--- src/rtl/swr_pkg.sv ---
// Package: shared types and helpers for the serial wiper register core.
// Assumes nothing beyond IEEE 1800-2017 constant functions.
package swr_pkg;

    // Which part of an 11-bit frame the next serial bit belongs to.
    typedef enum logic [0:0] {
        PH_HEADER = 1'b0,
        PH_DATA   = 1'b1
    } frame_phase_e;

    // Frame length: one start bit, the address, then the data.
    function automatic int frame_len(input int addr_w, input int data_w);
        return 1 + addr_w + data_w;
    endfunction

endpackage

--- src/rtl/swr_frame_ctl.sv ---
// Module: serial frame sequencer.
// Edge-detects sclk, counts the bits of a frame, captures the header and
// decides whether the frame is addressed to this device.
// Assumes sclk is synchronous to clk and stays high or low for at least one clk.
module swr_frame_ctl #(
    parameter int unsigned ADDR_W   = 2,
    parameter int unsigned DATA_W   = 8,
    parameter int unsigned DEV_ADDR = 2
) (
    input  logic                   clk,
    input  logic                   rst_n,
    input  logic                   cs,
    input  logic                   sclk,
    input  logic                   di,
    output logic                   shift_en,
    output logic                   hit,
    output logic                   frame_done,
    output swr_pkg::frame_phase_e  phase
);
    import swr_pkg::*;

    localparam int unsigned HDR_W      = 1 + ADDR_W;
    localparam int unsigned FRAME_BITS = frame_len(ADDR_W, DATA_W);
    localparam int unsigned CNT_W      = $clog2(FRAME_BITS + 1);
    localparam logic [CNT_W-1:0] LAST_BIT = CNT_W'(FRAME_BITS - 1);
    localparam logic [CNT_W-1:0] HDR_END  = CNT_W'(HDR_W);

    logic              sclk_q;
    logic              sck_rise;
    logic [CNT_W-1:0]  bit_cnt;
    logic [HDR_W-1:0]  hdr;

    // Remember last sclk level for rising-edge detection.
    always_ff @(posedge clk) begin
        if (!rst_n) sclk_q <= 1'b0;
        else        sclk_q <= sclk;
    end

    assign sck_rise = cs && sclk && !sclk_q;

    // Bit position within the frame; cleared while deselected, wraps after the last bit.
    always_ff @(posedge clk) begin
        if (!rst_n || !cs)  bit_cnt <= '0;
        else if (sck_rise)  bit_cnt <= (bit_cnt == LAST_BIT) ? '0 : bit_cnt + 1'b1;
    end

    // Shift the start and address bits in; first bit ends at hdr[0].
    always_ff @(posedge clk) begin
        if (!rst_n)                              hdr <= '0;
        else if (sck_rise && bit_cnt < HDR_END)  hdr <= {di, hdr[HDR_W-1:1]};
    end

    // Classify the current position and decode the header.
    always_comb begin
        phase      = (bit_cnt >= HDR_END) ? PH_DATA : PH_HEADER;
        hit        = hdr[0] && (hdr[HDR_W-1:1] == DEV_ADDR[ADDR_W-1:0]);
        shift_en   = sck_rise && (phase == PH_DATA);
        frame_done = shift_en && hit && (bit_cnt == LAST_BIT);
    end


    cnt_restart_chk: assert property (@(posedge clk) disable iff (!rst_n)
        $rose(cs) |-> bit_cnt == '0);


    cnt_range_chk: assert property (@(posedge clk) disable iff (!rst_n)
        bit_cnt <= LAST_BIT);

endmodule

--- src/rtl/swr_wiper_reg.sv ---
// Module: volatile wiper register and serial read-out.
// The register is its own shift register: each data bit shifts it right,
// sending the old LSB to sdo and taking either the new bit (matching frame)
// or the bit just sent (rejected frame, recirculated). While deselected it
// reloads from the non-volatile store every cycle.
module swr_wiper_reg #(
    parameter int unsigned        DATA_W  = 8,
    parameter logic [DATA_W-1:0]  FACTORY = 8'h80
) (
    input  logic                   clk,
    input  logic                   rst_n,
    input  logic                   cs,
    input  logic                   shift_en,
    input  logic                   hit,
    input  logic                   di,
    input  swr_pkg::frame_phase_e  phase,
    input  logic [DATA_W-1:0]      nv,
    output logic [DATA_W-1:0]      wiper,
    output logic [DATA_W-1:0]      wiper_nxt,
    output logic                   sdo
);
    import swr_pkg::*;

    // Next value while selected: shift on a data bit, else hold.
    always_comb begin
        wiper_nxt = wiper;
        if (shift_en) wiper_nxt = {(hit ? di : wiper[0]), wiper[DATA_W-1:1]};
    end

    // Wiper state: factory on reset, store while deselected, shift while selected.
    always_ff @(posedge clk) begin
        if (!rst_n)   wiper <= FACTORY;
        else if (!cs) wiper <= nv;
        else          wiper <= wiper_nxt;
    end

    // Serial output: old LSB during data bits only.
    assign sdo = (cs && phase == PH_DATA) ? wiper[0] : 1'b0;


    reload_chk: assert property (@(posedge clk) disable iff (!rst_n)
        !cs |=> wiper == $past(nv));

endmodule

--- src/rtl/swr_prog_ctl.sv ---
// Module: programming window, busy timer and non-volatile store.
// A valid frame leaves its data pending for PROG_WIN clocks. A prog strobe in
// that window starts a BUSY_CYC-cycle write, after which the store updates.
// Assumes frame_done is a single-cycle pulse and new_data is valid with it.
module swr_prog_ctl #(
    parameter int unsigned        DATA_W   = 8,
    parameter logic [DATA_W-1:0]  FACTORY  = 8'h80,
    parameter int unsigned        PROG_WIN = 2,
    parameter int unsigned        BUSY_CYC = 16
) (
    input  logic               clk,
    input  logic               rst_n,
    input  logic               cs,
    input  logic               prog,
    input  logic               frame_done,
    input  logic [DATA_W-1:0]  new_data,
    output logic [DATA_W-1:0]  nv,
    output logic               rdy
);
    localparam int unsigned WIN_W  = $clog2(PROG_WIN + 1);
    localparam int unsigned BCNT_W = $clog2(BUSY_CYC + 1);
    localparam logic [WIN_W-1:0]  WIN_LOAD  = WIN_W'(PROG_WIN);
    localparam logic [BCNT_W-1:0] BUSY_LOAD = BCNT_W'(BUSY_CYC - 1);

    logic               pend_vld;
    logic [WIN_W-1:0]   win_cnt;
    logic [DATA_W-1:0]  pend_data;
    logic [DATA_W-1:0]  commit_q;
    logic               busy;
    logic [BCNT_W-1:0]  bcnt;
    logic               accept;
    logic               write_end;

    assign accept    = pend_vld && prog && !busy;
    assign write_end = busy && (bcnt == '0);
    assign rdy       = !busy;

    // Pending data and its expiry window.
    always_ff @(posedge clk) begin
        if (!rst_n) begin
            pend_vld  <= 1'b0;
            win_cnt   <= '0;
            pend_data <= '0;
        end else if (frame_done) begin
            pend_vld  <= 1'b1;
            win_cnt   <= WIN_LOAD;
            pend_data <= new_data;
        end else if (pend_vld) begin
            if (!cs || accept || win_cnt <= 1) pend_vld <= 1'b0;
            else                               win_cnt  <= win_cnt - 1'b1;
        end
    end

    // Busy timer for the store write.
    always_ff @(posedge clk) begin
        if (!rst_n) begin
            busy <= 1'b0;
            bcnt <= '0;
        end else if (accept) begin
            busy <= 1'b1;
            bcnt <= BUSY_LOAD;
        end else if (busy) begin
            if (bcnt == '0) busy <= 1'b0;
            else            bcnt <= bcnt - 1'b1;
        end
    end

    // Data latched at the strobe so later frames cannot disturb the write.
    always_ff @(posedge clk) begin
        if (!rst_n)      commit_q <= FACTORY;
        else if (accept) commit_q <= pend_data;
    end

    // Non-volatile store: updated only when the write time has elapsed.
    always_ff @(posedge clk) begin
        if (!rst_n)         nv <= FACTORY;
        else if (write_end) nv <= commit_q;
    end


    busy_start_chk: assert property (@(posedge clk) disable iff (!rst_n)
        $fell(rdy) |-> $past(prog) && $past(pend_vld));


    stray_prog_chk: assert property (@(posedge clk) disable iff (!rst_n)
        (prog && rdy && !pend_vld && !frame_done) |=> rdy);


    store_update_chk: assert property (@(posedge clk) disable iff (!rst_n)
        (nv != $past(nv)) |-> $rose(rdy));


    win_range_chk: assert property (@(posedge clk) disable iff (!rst_n)
        win_cnt <= WIN_LOAD);

endmodule

--- src/rtl/serial_wiper_core.sv ---
// Module: top of the serial wiper register interface.
// Joins the frame sequencer, the wiper register and the programming control.
// Assumes sclk and cs are synchronous to clk; reset is synchronous, active low.
module serial_wiper_core #(
    parameter int unsigned        ADDR_W   = 2,
    parameter int unsigned        DATA_W   = 8,
    parameter int unsigned        DEV_ADDR = 2,
    parameter logic [DATA_W-1:0]  FACTORY  = 8'h80,
    parameter int unsigned        PROG_WIN = 2,
    parameter int unsigned        BUSY_CYC = 16
) (
    input  logic               clk,
    input  logic               rst_n,
    input  logic               cs,
    input  logic               sclk,
    input  logic               di,
    output logic               sdo,
    input  logic               prog,
    output logic               rdy,
    output logic [DATA_W-1:0]  wiper_o
);
    import swr_pkg::*;

    logic               shift_en;
    logic               hit;
    logic               frame_done;
    frame_phase_e       phase;
    logic [DATA_W-1:0]  nv;
    logic [DATA_W-1:0]  wiper_nxt;

    swr_frame_ctl #(
        .ADDR_W(ADDR_W), .DATA_W(DATA_W), .DEV_ADDR(DEV_ADDR)
    ) u_frame (
        .clk(clk), .rst_n(rst_n), .cs(cs), .sclk(sclk), .di(di),
        .shift_en(shift_en), .hit(hit), .frame_done(frame_done), .phase(phase)
    );

    swr_wiper_reg #(
        .DATA_W(DATA_W), .FACTORY(FACTORY)
    ) u_wiper (
        .clk(clk), .rst_n(rst_n), .cs(cs), .shift_en(shift_en), .hit(hit),
        .di(di), .phase(phase), .nv(nv), .wiper(wiper_o),
        .wiper_nxt(wiper_nxt), .sdo(sdo)
    );

    swr_prog_ctl #(
        .DATA_W(DATA_W), .FACTORY(FACTORY),
        .PROG_WIN(PROG_WIN), .BUSY_CYC(BUSY_CYC)
    ) u_prog (
        .clk(clk), .rst_n(rst_n), .cs(cs), .prog(prog),
        .frame_done(frame_done), .new_data(wiper_nxt), .nv(nv), .rdy(rdy)
    );


    sdo_idle_chk: assert property (@(posedge clk) disable iff (!rst_n)
        (!cs && !$past(cs)) |-> !sdo);

endmodule

--- config.mk ---
export PLATFORM = sky130hd
export DESIGN_NAME = serial_wiper_core
export DESIGN_NICKNAME = d
export VERILOG_FILES = /design/src/rtl/swr_pkg.sv /design/src/rtl/swr_frame_ctl.sv /design/src/rtl/swr_wiper_reg.sv /design/src/rtl/swr_prog_ctl.sv /design/src/rtl/serial_wiper_core.sv
export SDC_FILE = /design/constraint.sdc
export NUM_CORES = 1
export LEC_CHECK = 0
export ABC_AREA = 1
export BUFFER_PORTS_ARGS = -buffer_cell sky130_fd_sc_hd__buf_2
export CORE_ASPECT_RATIO = 0.7
export CORE_MARGIN = 2
export CORE_UTILIZATION = 60
export DETAILED_ROUTE_END_ITERATION = 10
export GPL_TIMING_DRIVEN = 0
export HOLD_SLACK_MARGIN = 0.08
export PLACE_DENSITY = 0.85
export REMOVE_ABC_BUFFERS = 1
export SLEW_MARGIN = 5
export SYNTH_ARGS = -nofsm -noshare
export SYNTH_HDL_FRONTEND = slang
export SYNTH_SLANG_ARGS = --single-unit
export TNS_END_PERCENT = 10
--- constraint.sdc ---
create_clock -name clk -period 3.48 [get_ports clk]
set_input_delay 0.87 -clock clk [delete_from_list [all_inputs] [get_ports clk]]
set_output_delay 0.87 -clock clk [all_outputs]
set_load 0.05 [all_outputs]
==> Yosys cells after proc, flatten, opt, wreduce, memory -nomap -nowiden <==
Index checks and enable logic that the tools add are counted.
{ "totals": {"ram_bits": 0, "out_inout_bits": 10, "word_cells": 71, "latchBits": 0, "ff_bits": 49, "n_memories": 0, "in_bits": 6, "romBits": 0} }
{ "classes": {"order_cmp": 3, "reduce_logical": 27, "shifts": 0, "eq_ne": 4, "mux": 18, "n_addsub": 3, "div_mod_pow": 0, "bitwise": 3, "n_mul": 0} }
{ "ops": {"columns": ["operator", "n"], "rows": [
  ["4-bit 2-to-1 mux", 4],
  ["8-bit 2-to-1 mux", 2],
  ["1-bit logical AND", 11],
  ["1-bit 2-to-1 mux", 9],
  ["2-bit AND reduction", 4],
  ["2-bit 2-to-1 mux", 3],
  ["5-bit zero test", 1],
  ["5-bit by 1-bit subtractor with 5-bit output (second input constant)", 1],
  ["4-bit by 1-bit adder with 4-bit output (second input constant)", 1],
  ["4-bit == test (second input constant)", 1],
  ["4-bit by 2-bit >= comparator with 1-bit output (second input constant)", 1],
  ["1-bit zero test", 4],
  ["4-bit by 2-bit < comparator with 1-bit output (second input constant)", 1],
  ["2-bit nonzero test", 2],
  ["2-bit OR reduction", 2],
  ["1-bit logical OR", 3],
  ["1-bit inverter", 3],
  ["2-bit == test (second input constant)", 1],
  ["2-bit by 1-bit less-or-equal comparator with 1-bit output (second input constant)", 1],
  ["2-bit by 1-bit != test with 1-bit output (second input constant)", 1],
  ["2-bit != test (second input constant)", 1],
  ["2-bit by 1-bit subtractor with 2-bit output (second input constant)", 1]
]} }

==> Longest topological paths before layout <==
Gate-level depths: netlist of run 1.
{ "logic_depth": {"depth_word": 7, "ltp_mapped": 8, "ltp_nobuf": 8} }

==> By module <==
From an unflattened synthesis of run 1, not the netlist that was laid out.
{ "unflattened": {"cells_unflattened": 304, "hier_area_um2": 2142.1} }
{ "by_module_without_submodules": {"columns": ["module", "seq_area_each_um2", "n_inst", "area_per_inst_um2", "cells_each"], "rows": [
  ["swr_prog_ctl", 660.6, 1, 1301.2, 169],
  ["swr_wiper_reg", 160.2, 1, 431.7, 72],
  ["swr_frame_ctl", 160.2, 1, 409.1, 63]
]} }

==> Worst setup path after synthesis of run 1 <==
No wires, ideal clock.
{ "synth_timing": {"path_kind": "input to output", "from": "in cs", "to": "out sdo", "stages": 3, "t_arrival_ns": 1.874, "path_slack_ns": 0.736, "path_cell_list": "clkbuf_1 > nand2_1 > nor2_1"} }
{ "synth_via": {"elab_chain_cells": 2} }
{ "synth_lines": {"columns": ["element", "line", "text"], "rows": [
  ["start: declaration", "serial_wiper_core.sv:14", "input logic cs,"],
  ["1-bit logical AND", "swr_wiper_reg.sv:38", "assign sdo = (cs && phase == PH_DATA) ? wiper[0] : 1'b0;"],
  ["1-bit 2-to-1 mux", "swr_wiper_reg.sv:38", null],
  ["end: declaration", "serial_wiper_core.sv:17", "output logic sdo,"]
]} }
No other way between the ends.

==> Worst setup path after layout of run 1 <==
Same ends and word-level chain as after synthesis.

==> impl_metrics.csv, run 1 <==
group,metric,value,unit
yosys,synth_xor_area_share,0,%
critical_path,critPathMaxStageDelay,0.27,ns
power_and_ir_drop,max-vdd-ir-drop,0.261,mV
cells_and_area,fin_nets,314,
yosys,yosysWarnings,0,
route,routed_wirelength,4300,um
critical_path,crit_arrival,1.68,ns
floorplanning,io_pins,16,
route,route.detailed.drc,0,
route,drt-met1-wl,2140,um
timing,fin_crit,2.55,ns
yosys,synth.yosys.seq_area_share,46.7,%
critical_path,startpoint,"cs",
min_path,holdCritPathClass,"flop to flop",
floorplanning,core,3250,um2
critical_path,crit_buf_inv,2,
cts,cts_tree,"built",
critical_path,cp-end-kind,"output port",
global_routing,grt_max_degree,38,
timing,fin_crit_sh,73.3,%
critical_path,reg2reg_from,"u_prog.bcnt[0]",
yosys,synth_top_family_by_area,"simple AND/OR/NAND/NOR gates",
critical_path,path_cells,"buf_2 -> nand2_1 -> nor2_1 -> buf_2",
cells_and_area,final_cell_area,2330,um2
yosys,synthCells,292,
yosys,ys.flop_type,"dfxtp_1",
min_path,hold_start,"u_prog.pend_data[1]",
status,status,"completed",
critical_path,reg2reg_slack,1.94,ns
cts,numCtsBuffers,5,
global_routing,grt_use_total,25.5,%
yosys,synthSimpleGateAreaFrac,35.6,%
timing,setup-tns-final,0,ns
cts,cts_setup_buffers,0,
global_routing,first_global_vias,1640,
yosys,async_flop_share,0,%
global_routing,grt-ovfl-total,0,
yosys,synthTopCellsByArea,"dfxtp_1 (47%), nand2_1 (11%), nor2_1 (10%), nand3_1 (6.2%), o21ai_0 (5.5%)",
cells_and_area,layout_commonest_cell,"nand2_1",
yosys,synth_edf_count,0,
placement,place_congestion,0.845,
route,avgViaCountPerCell,5.30,
cts,clockBufferDepth,2,
placement,place_area,2190,um2
timing,max_clock_freq,0.392,GHz
yosys,netlist_area,2100,um2
floorplanning,die-area,4000,um2
cts,htree_num_levels,2,
critical_path,crit_path_start_kind,"input pin",
yosys,ys_seq_elements,49,
power_and_ir_drop,powerDensity,476,nW/um2
cells_and_area,diodes,0,
route,drt_iter0_markers,107,
critical_path,cp_max_fo,15,
floorplanning,die_h,53.5,um
cts,hold_buffers,0,
route,ant_nets,0,
yosys,synth.distinct_cells,27,
timing,slew_headroom,58.8,%
power_and_ir_drop,p_leak,1.12,nW
timing,tightest_slew,0.619,ns
placement,dpl.hpwl,3090,um
cts,path_clk_slew,0.08,ns
global_routing,grt_pass1_wl,7470,um
timing,finClkSkew,0.00321,ns
timing,setup_viol,0,
power_and_ir_drop,power.total,1.11,mW
cells_and_area,ff_latch_area,981,um2
route,vias,1876,
cts,cts_resized,0,
route,firstDrtPassIters,5,
critical_path,path_delay_family,"buffers and inverters",
floorplanning,start_util,64.6,%
global_routing,antenna_found_initial,0,
critical_path,crit_type,"input pin to output port",
yosys,synth_mux_area_share,0,%
timing,rsz0062_at_grt,"no",
floorplanning,rows,17,
floorplanning,die_x,74.7,um
cts,clkSinkCount,49,
yosys,synth_top_area_share,46.7,%
cts,cts_root_buf,"clkbuf_8",
critical_path,crit_required,2.61,ns
cts,clock_latency,0.30,ns
route,routed.top_layer,"met4",
timing,hold_viol_final,0,
placement,numPortBuffers,15,
cells_and_area,final_cell_mix,"nand2_1 (64), nor2_1 (57), dfxtp_1 (49), nand3_1 (26)",
critical_path,crit_slowest_cell,"buf_2",
yosys,synth_top_area_cell,"dfxtp_1",
cells_and_area,area_growth,10.8,%
timing,final_max_slew_viol_count,0,
yosys,synth-adder-area-share,1.19,%
route,wl_met3,196,um
route,met2_length,1870,um
critical_path,crit_top_cell,"buf_2",
yosys,synth_compound_area_share,9.41,%
run,max-cap-violations,0,
cells_and_area,n_fill_cell,275,
route,wl_per_cell,12.2,um
cells_and_area,drive_gt1_share,12.7,%
cells_and_area,multi_input_area,971,um2
yosys,synth_area_per_cell,7.19,um2
## metal layers
layer	up-vias	track usage, %
li1	954	-
met1	866	35.0
met2	48	38.5
met3	8	6.29
met4	0	10.4
met5	-	0
## cell families after synthesis
kind of cell | Yosys count
AND/OR/NAND/NOR | 166
flip-flops | 49
adder cells (fa/ha/maj) | 2
AO/OA/AOI/OAI | 39
buffers and inverters | 36
## layout make-up
cell class | count | area share [%]
clock inverter | 3 | 2.79
sequential | 49 | 42.1
tap | 47 | 2.53
clock buffer | 5 | 2.96
inverter | 28 | 4.67
timing repair buffer | 15 | 3.22
multi-input combinational | 207 | 41.7
## state kept, by name, summed over array words and instances (netlist names), 2 cells and up
name and flops:
u_frame.bit_cnt 4, u_frame.hdr 3, u_prog.bcnt 5, u_prog.commit_q 8, u_prog.nv 8, u_prog.pend_data 8
u_prog.win_cnt 2, u_wiper.wiper 8
## per-stage QoR
stage | setup WS (ns) | instances | utilization (%) | hold slack [ns]
2_1_floorplan | 1.03 | 284 | - | 0.429
3_3_place_gp | 1.04 | 346 | 67.4 | 0.445
3_5_place_dp | 1.01 | 346 | 67.4 | 0.457
4_1_cts | 0.938 | 354 | 71.5 | 0.478
5_1_grt | 0.880 | 354 | 71.5 | 0.493
6_report | 0.930 | 354 | 71.5 | 0.475
## worst register-to-register path, stage by stage (launching register included)
cell and delay [ns]:
dfxtp_1 0.30, inv_1 0.11, ha_1 0.22, nand3_1 0.15
nor2_4 0.23, inv_1 0.20, nor2_1 0.15, nor2_1 0.06
## report_power, final
part           internal (mW)  total (mW)  switching (mW)
clock                  0.285       0.470           0.185
combinational         0.0156      0.0642          0.0485
sequential             0.568       0.575         0.00681
total                  0.869        1.11           0.240
## worst paths after layout
check                                            to  cells past startpoint
worst max-delay path                            sdo                      4
worst min-delay path            u_prog.pend_data[1]                      2
worst max register to register         u_prog.nv[2]                      7
worst min register to register  u_prog.pend_data[1]                      2
## synthesized netlist by cell type, types with 2 or more instances
library cell,count
o21ai_1,6
inv_1,23
nand3b_1,2
nand3_1,26
dfxtp_1,49
nor3_1,5
nand2_1,64
nor2_1,57
ha_1,2
a21oi_1,8
inv_2,3
nor2_4,3
o21ai_0,23
a31oi_1,2
nand2_4,3
clkbuf_1,4
buf_2,2
Note: power is estimated with default switching activity, not from simulation.
==> run 2, diff against run 1 <==
CORE_UTILIZATION = 58   (was 60)
PLACE_DENSITY = 0.82   (was 0.85)
clock period = 2.5 ns   (was 3.48 ns; I/O delays follow)
==> run 2 against run 1 <==
Global-route usage decreased by 1.6 points. Sequential power increased by 39%. Final area decreased by 0.43%. Critical path depth increased by 1. Highest routed layer unchanged. Non-clock buffer count unchanged.
==> impl_metrics.csv, run 2 (same netlist as run 1, synthesis figures left out) <==
group,metric,value,unit
run,max-cap-violations,0,
timing,finClkSkew,0.00753,ns
global_routing,grt_max_degree,38,
critical_path,cp-end-kind,"output port",
cts,cts_tree,"built",
floorplanning,rows,18,
critical_path,path_cells,"nand2_2 -> nand2_4 -> inv_1 -> nor2_1 -> buf_2",
global_routing,grt_use_total,23.9,%
timing,max_clock_freq,0.496,GHz
route,wl_per_cell,12.2,um
placement,place_area,2200,um2
cells_and_area,area_growth,10.4,%
timing,fin_crit,2.01,ns
route,ant_nets,0,
min_path,holdCritPathClass,"flop to flop",
floorplanning,die-area,4130,um2
route,avgViaCountPerCell,5.18,
route,drt_iter0_markers,155,
cts,path_clk_slew,0.09,ns
cells_and_area,n_fill_cell,311,
critical_path,crit_required,1.88,ns
cts,hold_buffers,0,
timing,fin_ws,0.486,ns
cts,clkSinkCount,49,
power_and_ir_drop,p_leak,1.11,nW
cells_and_area,multi_input_area,971,um2
placement,numPortBuffers,15,
timing,setup-tns-final,0,ns
critical_path,critPathMaxStageDelay,0.45,ns
route,firstDrtPassIters,5,
cells_and_area,fin_nets,314,
cells_and_area,ff_latch_area,981,um2
placement,dp_slack,0.479,ns
route,routed_wirelength,4360,um
timing,slew_headroom,58.8,%
placement,place_congestion,0.788,
route,vias,1851,
critical_path,crit_path_start_kind,"flop",
critical_path,cp_max_fo,9,
floorplanning,io_pins,16,
power_and_ir_drop,max-vdd-ir-drop,0.387,mV
timing,final_max_slew_viol_count,0,
timing,tightest_slew,0.619,ns
timing,rsz0062_at_grt,"no",
critical_path,crit_type,"flop to output port",
timing,fin_crit_sh,80.6,%
cts,cts_setup_buffers,0,
critical_path,crit_slowest_cell,"dfxtp_1",
cts,clock_latency,0.30,ns
route,route.detailed.drc,0,
cts,clockBufferDepth,2,
global_routing,antenna_found_initial,0,
cells_and_area,diodes,0,
cts,numCtsBuffers,5,
cts,cts_root_buf,"clkbuf_8",
cells_and_area,final_cell_area,2320,um2
timing,setup_viol,0,
cts,htree_num_levels,2,
global_routing,first_global_vias,1700,
floorplanning,start_util,60.2,%
floorplanning,core,3490,um2
cells_and_area,layout_commonest_cell,"nand2_1",
floorplanning,die_x,75.9,um
status,status,"completed",
floorplanning,die_h,54.4,um
critical_path,crit_arrival,1.39,ns
placement,dpl.hpwl,2990,um
cells_and_area,drive_gt1_share,12.7,%
global_routing,grt-ovfl-total,0,
timing,worst_hold_slack,0.470,ns
global_routing,grt_pass1_wl,7610,um
timing,hold_viol_final,0,
power_and_ir_drop,powerDensity,639,nW/um2
cells_and_area,final_cell_mix,"nand2_1 (64), nor2_1 (57), dfxtp_1 (49), nand3_1 (26)",
cts,cts_resized,0,
[run 2: cell types whose count changed in the layout (fill, tap and decap cells not counted)]
cell / change
bufinv_16: -1
clkinv_2: -1
clkinvlp_4: +1
clkbuf_8: +1
[run 2: critical path, delay by kind of cell, from the launching register on]
kind,cells,cell delay (ns)
buf+inv,2,0.33
flops,1,0.45
simple gates,3,0.31
[run 2: through the flow]
step	power [mW]	utilization, %	instances
floorplan	0.875	-	284
global placement	0.905	63.0	349
detailed placement	0.907	63.0	349
CTS	1.49	66.4	357
global route	1.52	66.4	357
finish	1.48	66.4	357
[run 2: path summary, 6_finish.rpt]
path / startpoint / to / slack, ns / cells past startpoint
worst max-delay path: u_frame.bit_cnt[0] / sdo / 0.49 / 5
worst min-delay path: u_prog.win_cnt[1] / u_prog.win_cnt[1] / 0.47 / 2
worst max register to register: u_prog.bcnt[0] / u_prog.nv[0] / 0.96 / 7
worst min register to register: u_prog.win_cnt[1] / u_prog.win_cnt[1] / 0.47 / 2
[run 2: metal layers]
| layer | track usage (%) | part of all wire (%) | routed length, um |
|---|---|---|---|
| met1 | 30.4 | 47 | 2070 |
| met2 | 41.5 | 45 | 1980 |
| met3 | 5.12 | 6.6 | 288 |
| met4 | 9.09 | 0.53 | 23 |
| met5 | 0 | 0 | 0 |
[run 2: cell type report]
cell class,count,share of cell area (%)
Tap cell,50,2.70
Multi-Input combinational cell,207,41.9
Clock buffer,6,3.56
Inverter,28,4.70
Sequential cell,49,42.3
Timing Repair Buffer,15,3.24
Clock inverter,2,1.62
[run 2: power by group]
group	leakage (nW)	internal, mW	switching, mW
logic	0.653	0.0218	0.0678
registers	0.397	0.791	0.00876
clock network	0.0574	0.325	0.266
total	1.11	1.14	0.343
==> run 3, diff against run 2 <==
clock period = 1.97 ns   (was 2.5 ns; I/O delays follow)
==> run 3 against run 2 <==
Clock power increased by 28%. Critical endpoint unchanged. Final area about the same. Routed wire length increased by 1.2%. Total power increased by 27%. Highest routed layer unchanged. Die area unchanged. Flip-flop and latch count unchanged. Utilization about the same. Final cell count unchanged. Global-route usage unchanged.
==> impl_metrics.csv, run 3 (same netlist as run 1, synthesis figures left out) <==
group,metric,value,unit
status,status,"completed",
min_path,holdCritPathClass,"input pin to flop",
cts,cts_tree,"built",
critical_path,crit_path_start_kind,"flop",
floorplanning,io_pins,16,
route,routed_wirelength,4420,um
placement,place_inst,349,
cells_and_area,instances_no_fill,357,
cts,htree_num_levels,2,
global_routing,grt-ovfl-total,0,
route,route.detailed.drc,0,
floorplanning,rows,18,
cts,cts_resized,0,
placement,place_area,2200,um2
power_and_ir_drop,p_clk_share,40.1,%
route,wl_per_cell,12.4,um
timing,setup-tns-final,0,ns
cts,clock_latency,0.30,ns
timing,worst_hold_slack,0.400,ns
placement,dp_slack,0.0818,ns
cells_and_area,diodes,0,
cells_and_area,ff_latch_area,982,um2
run,max-cap-violations,0,
power_and_ir_drop,power.total,1.88,mW
power_and_ir_drop,power_frac_seq,53.9,%
power_and_ir_drop,pwr-share-comb,6.0,%
cts,hold_buffers,0,
floorplanning,start_util,60.2,%
timing,fin_ws,0.150,ns
global_routing,grt_use_total,23.9,%
cells_and_area,area_growth,10.4,%
critical_path,cp-end-kind,"output port",
cells_and_area,fin_util,66.5,%
route,vias,1871,
min_path,holdPathStages,3,
cts,path_clk_slew,0.09,ns
timing,hold_viol_final,0,
floorplanning,die-area,4130,um2
critical_path,crit_arrival,1.33,ns
critical_path,cp_max_fo,9,
cells_and_area,n_fill_cell,310,
global_routing,antenna_found_initial,0,
timing,max_clock_freq,0.549,GHz
route,avgViaCountPerCell,5.24,
timing,slew_headroom,59.2,%
critical_path,crit_required,1.48,ns
route,firstDrtPassIters,5,
cts,numCtsBuffers,5,
cells_and_area,layout_commonest_cell,"nand2_1",
cells_and_area,final_cell_mix,"nand2_1 (64), nor2_1 (57), dfxtp_1 (48), nand3_1 (26)",
timing,fin_crit_sh,92.4,%
cells_and_area,drive_gt1_share,13.0,%
cells_and_area,final_cell_area,2320,um2
power_and_ir_drop,powerDensity,812,nW/um2
cts,cts_setup_buffers,0,
floorplanning,die_h,54.4,um
global_routing,grt_pass1_wl,7610,um
power_and_ir_drop,p_leak,1.11,nW
timing,finClkSkew,0.00479,ns
cts,cts_root_buf,"clkbuf_8",
cts,clockBufferDepth,2,
global_routing,first_global_vias,1700,
cells_and_area,multi_input_area,971,um2
cells_and_area,fin_nets,314,
power_and_ir_drop,intPower,1.44,mW
cts,clkSinkCount,49,
global_routing,grt_max_degree,38,
placement,numPortBuffers,15,
floorplanning,die_x,75.9,um
placement,place_congestion,0.788,
placement,dpl.hpwl,2990,um
timing,rsz0062_at_grt,"no",
floorplanning,core,3490,um2
route,ant_nets,0,
route,drt_iter0_markers,147,
critical_path,crit_type,"flop to output port",
timing,final_max_slew_viol_count,0,
critical_path,r2r_cells,7,
power_and_ir_drop,power.switching,0.440,mW
power_and_ir_drop,max-vdd-ir-drop,0.491,mV
power_and_ir_drop,switching_share,23.4,%
timing,fin_crit,1.82,ns
timing,tightest_slew,0.613,ns
timing,setup_viol,0,
[run 3: cell counts in the layout (fill, tap and decap cells not counted)]
No cell type changed its count.
[run 3: final cells by class]
| type | count | share of cell area [%] |
|---|---|---|
| sequential | 49 | 42.3 |
| timing repair buffer | 15 | 3.24 |
| tap | 50 | 2.70 |
| clock buffer | 6 | 3.56 |
| inverter | 28 | 4.69 |
| multi-input combinational | 207 | 41.9 |
| clock inverter | 2 | 1.62 |
[run 3: layer usage]
metal  up-vias  global-route usage, %  part of all wire, %
met1       861                   30.4                   48
met5         -                      0                    0
li1        958                      -                    -
met4         0                   9.09                  1.5
met3         6                   5.12                  5.9
met2        46                   41.5                   45
[run 3: worst paths after layout]
path	from	endpoint	slack (ns)
max	u_frame.bit_cnt[1]	sdo	0.15
min reg2reg	u_prog.nv[7]	u_prog.nv[7]	0.47
min	sclk	u_frame.sclk_q	0.40
max reg2reg	u_prog.bcnt[0]	u_prog.nv[0]	0.43
[run 3: power by group through the flow]
| stage | combinational (mW) | clock (mW) | sequential [mW] |
|---|---|---|---|
| floorplan | 0.0464 | 0 | 1.06 |
| global placement | 0.111 | 0 | 1.04 |
| detailed placement | 0.113 | 0 | 1.04 |
| CTS | 0.113 | 0.758 | 1.01 |
| global route | 0.128 | 0.787 | 1.02 |
| finish | 0.114 | 0.756 | 1.01 |
[run 3: critical path, stage by stage, from the launching register on]
cell and delay, ns:
dfxtp_1 0.40, nand2_2 0.08, nand2_4 0.14, inv_1 0.07, nor2_1 0.08, buf_2 0.26
